`src/rtl/pci_parity_guard.sv`:
```
module pci_parity_guard #(
  parameter int AD_W  = 32,
  parameter int CBE_W = 4
) (
  input  logic             clk,
  input  logic             rst_n,
  input  logic [AD_W-1:0]  ad_i,
  input  logic [CBE_W-1:0] cbe_i,
  input  logic             addr_phase_i,
  input  logic             data_phase_i,
  input  logic             is_master_i,
  input  logic             is_target_i,
  input  logic             drive_ad_i,
  input  logic             par_i,
  input  logic             perr_en_i,
  input  logic             serr_en_i,
  input  logic             escalate_i,
  input  logic [1:0]       stat_clr_i,
  output logic             par_o,
  output logic             par_oe_o,
  output logic             perr_n_o,
  output logic             serr_n_o,
  output logic             addr_stat_o,
  output logic             data_stat_o
);
  logic par_q, addr_q, data_q, oe_q;
  logic perr_q, serr_q, astat_q, dstat_q;

  wire mismatch = par_i ^ par_q;
  wire addr_err = addr_q & mismatch;
  wire data_err = data_q & mismatch;
  wire data_rep = data_err & perr_en_i;

  always_ff @(posedge clk)
    par_q <= ^{ad_i, cbe_i};

  always_ff @(posedge clk or negedge rst_n) begin
    if (!rst_n) begin
      addr_q  <= 1'b0;
      data_q  <= 1'b0;
      oe_q    <= 1'b0;
      perr_q  <= 1'b0;
      serr_q  <= 1'b0;
      astat_q <= 1'b0;
      dstat_q <= 1'b0;
    end else begin
      addr_q  <= addr_phase_i;
      data_q  <= data_phase_i & (is_master_i | is_target_i);
      oe_q    <= drive_ad_i;
      perr_q  <= data_rep;
      serr_q  <= serr_en_i & (addr_err | (data_rep & escalate_i));
      astat_q <= (astat_q & ~stat_clr_i[0]) | addr_err;
      dstat_q <= (dstat_q & ~stat_clr_i[1]) | data_err;
    end
  end

  assign par_o       = par_q;
  assign par_oe_o    = oe_q;
  assign perr_n_o    = ~perr_q;
  assign serr_n_o    = ~serr_q;
  assign addr_stat_o = astat_q;
  assign data_stat_o = dstat_q;
endmodule


```
`config.mk`:
```
export PLATFORM = sky130hd
export DESIGN_NAME = pci_parity_guard
export DESIGN_NICKNAME = d
export VERILOG_FILES = /design/src/rtl/pci_parity_guard.sv
export SDC_FILE = /design/constraint.sdc
export NUM_CORES = 1
export LEC_CHECK = 0
export ABC_AREA = 1
export CORE_MARGIN = 8
export CORE_UTILIZATION = 41
export DETAILED_ROUTE_END_ITERATION = 8
export PLACE_DENSITY = 0.87
export SLEW_MARGIN = 15
export SYNTH_ARGS = -nofsm -noshare
export SYNTH_HDL_FRONTEND = slang
export SYNTH_SLANG_ARGS = --single-unit
```
`constraint.sdc`:
```
create_clock -name clk -period 1 [get_ports clk]
set_input_delay 0.2 -clock clk [delete_from_list [all_inputs] [get_ports clk]]
set_output_delay 0.2 -clock clk [all_outputs]
set_load 0.1 [all_outputs]
```
==> results.txt, run 1 <==
- The run finished, with violations left.
- Failing checks: setup timing
- Number of nets in the layout: between 300 and 400
- By startpoint and endpoint, the worst setup path is classified as flop to output pin.
- Worst R2R End: serr_q
* CTS hold repair buffers: 0
- Number of max-slew violations in the final report: 0
- Across the VDD grid, the largest voltage drop is approximately 1.4 mV.
- Clock-pin slew on the worst setup and hold paths: ~0.050 ns
- Highest fanout seen on the critical path: 1
- Routed Wire Length: between 3000 and 4000 um
- Across the routed clock network, the largest skew measured is ~0.0017 ns.
* Period Utilization, post-route: 109%
- Total of flip-flops plus latches after synthesis: 8
- The tool flagged a number of max-cap violations equal to 0.
- The top cell type by area accounts for around half of the synthesized area.
* Setup violation total in the final timing report: 7
* Most frequently used cell type in the post-synthesis netlist: nand2_1
- In this run the tightest slew margin relative to its limit is 79.0%.
- Register area: 203 um2
* Launching element of the worst setup path: perr_q
* Footprint of the multi-input gates: a little over 900 um2
- The congestion estimate from routability-driven global placement came to between 0.7 and 0.8.
- GRT Resource Usage Total: 12.6%
- Half-perimeter wire length of the detailed placement result: 2610 um
- STA puts the critical path data required time at 0.80 ns.
- Number of antenna violations at the first check in global routing: 0
* DRC viols: 0
- The critical path ends at perr_n_o.
- For this run the aggregate overflow at the end of global routing stands at 0.
- For this run, the top clock speed supported by timing is 917 MHz.
- Area growth, synth to finish: 57.0%
* Final hold vios: 0
* Number of inserted filler cells in the final layout: 259
* Kind of capture point of the worst setup path: output pin
- Root buffer cell: clkbuf_4
* CTS tree: built
* Vias in the first global route: between 1k and 1.5k
- Top cells by area, synth: nand2_1 (52%), dfrtp_1 (15%), inv_1 (11%)
* DP Area: approximately 0.0019 mm2
- Number of DRC markers in iteration 0: 38
* Finished layout cell area: about 0.0019 mm2
* Crit path setup slack, layout: -0.0908 ns
- STA classifies the critical path startpoint as a flop.
- Top post-synthesis cells by count: nand2_1 (162), inv_1 (34), nand2_2 (15)
- The die is just under 70 um wide.
* TNS Setup: -0.387 ns
- Overall power of the completed layout: around 2.1 mW
- Classification of the worst-slack hold path: input pin to async pin
- Dividing the detail-routed wire length by the instance count gives around 9.5 um.
- Data arrives at the worst endpoint at around 0.89 ns.
- Measured in cells, the most critical reg-to-reg path has a length of 6.
* Die outline height: between 60 and 70 um
- In the synthesized netlist the dominant register cell turns out to be dfrtp_1.
- 1st-pass router iterations: 4
- Maximum number of pins on one net before global-route repair: 8
- After detailed routing, the number of vias per cell comes to about 4.5.
* Count of antenna diodes in the layout: 0
* Area leader, netlist: nand2_1
- Placement Rows: 19
- For this configuration, the core starts out at a cell density of about 43%.
- Setup repair after global routing could not meet its margin everywhere.
- Share of async-settable or async-resettable flops after synthesis: 87.5%
- Counting I/O delays and the setup requirement, the final critical path takes ~1.1 ns.
- Cells after synthesis: about 250
- In this run, distinct cell masters in the synthesized netlist total 15.
- Proportion of synthesized chip area in sequential cells: 16.6%
- Clock Tree Buf Depth: 2
- Startpoint of the worst-slack reg-to-reg timing path: par_o
- Area of the core: around 0.0027 mm2
* Register-to-Register Setup Slack: ~0.01 ns
- For the pin with the worst max-slew slack, the measured transition is 0.314 ns.
- The clock drives 8 sinks.
* Die ar.: 0.00485 mm2
- Leakage power total: about 1.2 nW
- Post-synthesis net count: about 300
- Maximum level of the CTS H-tree: 1
- Skew-Pair Late Insertion Delay: approximately 0.25 ns
* Number of top-level pins: 55
* PwrDens: ~1100 mW/mm2
* Total standard cell area after synthesis: approximately 0.0012 mm2
- In this run, CTS created clock tree buffers numbering 3.
* Average cell area after synthesis: ~4.8 um2
* Fraction of layout cells with a size suffix above 1: 37.2%
- Input and output buffers added on the ports amount to 54.
- Detailed routing inserted a total of approximately 1.5k vias.
- Number of enable-type register cells in the synthesized netlist: 0
- The first global-routing pass estimated 5430 um of wire.
- Number of warnings reported in the yosys synthesis log: 0
- Post-route antenna net violation count: 0
[cells in the final DEF (no fill, tap or decap), types with 3 or more instances in the layout]
master and count:
buf_4 3, dfrtp_2 3, dlymetal6s2s_1 4, nand2_2 38
nand2_1 138, clkbuf_4 3, clkdlybuf4s50_1 11, inv_2 17
nand3_2 4, clkbuf_2 31, dfrtp_1 4, inv_1 24
buf_12 6
[per-stage QoR]
stage | setup slack, ns | hold WS (ns) | utilization, % | std cells
6_report | -0.0908 | 0.207 | 67.7 | 340
5_1_grt | -0.169 | 0.216 | 67.7 | 340
4_1_cts | -0.102 | 0.211 | 69.9 | 340
3_5_place_dp | -0.614 | 0.467 | 67.9 | 335
3_3_place_gp | -0.570 | 0.465 | 67.9 | 335
2_1_floorplan | -0.105 | -0.0956 | - | 247
[area by class of cell]
cell class,instances,area share (%)
multi-input cells,196,50.0
repair buffers,58,26.4
flip-flops and latches,8,11.0
inverters,43,9.13
well taps,31,2.10
clock buffers,4,1.42
[worst max-delay path, stage by stage, from the launching register on]
cell and delay, ns:
dfrtp_1 0.39, clkinvlp_4 0.09, buf_12 0.16
[logic make-up after synthesis]
kind of cell	synth area share (%)
xor gates and xnor gates	3.72
AOI/OAI and AO/OA	2.12
buffers and inverters	13.7
and+or+nand+nor	63.9
DFF	16.6
[registers in the layout (all words and copies together) (netlist names)]
register and cells:
par_o 1, addr_q 1, par_oe_o 1, data_q 1
perr_q 1, data_stat_o 1, serr_q 1, addr_stat_o 1
[metal layers]
metal,track usage (%),share of wire [%]
met1,14.2,42
met2,22.7,50
met3,3.43,6.1
met4,2.68,1.7
met5,0,0
[timing repair]
item / 4_1_cts / 5_1_grt
pin swaps: 29 / 44
setup buffers: 1 / 0
resized for setup: 63 / 81
endpoints found under the setup margin: 10 / 9
[power by group]
part,switching (mW),internal [mW]
sequential,0.0492,0.385
combinational,0.821,0.554
clock,0.106,0.152
[worst min path at each step]
stage,startpoint,to,slack (ns)
final,rst_n,perr_q,0.21
after global routing,rst_n,data_q,0.22
after CTS,rst_n,data_q,0.21
after detailed placement,addr_q,addr_stat_o,0.47
after global placement,addr_q,addr_stat_o,0.46
after floorplan,rst_n,addr_q,-0.1
(Power assumes the default switching activity.)
==> run 2: changes to the inputs <==
--- a/config.mk
+++ b/config.mk
@@ -6,6 +6,7 @@
 export NUM_CORES = 1
 export LEC_CHECK = 0
 export ABC_AREA = 1
+export CAP_MARGIN = 25
 export CORE_MARGIN = 8
 export CORE_UTILIZATION = 41
 export DETAILED_ROUTE_END_ITERATION = 8
==> results of run 2 <==
Same layout as run 1: the final DEF is identical, and so are final timing and power.
==> run 3: changes to the inputs <==
--- a/config.mk
+++ b/config.mk
@@ -10,6 +10,7 @@
 export CORE_MARGIN = 8
 export CORE_UTILIZATION = 41
 export DETAILED_ROUTE_END_ITERATION = 8
+export GPL_ROUTABILITY_DRIVEN = 1
 export PLACE_DENSITY = 0.87
 export SLEW_MARGIN = 15
 export SYNTH_ARGS = -nofsm -noshare
==> results of run 3 <==
Same layout as run 1: the final DEF is identical, and so are final timing and power.
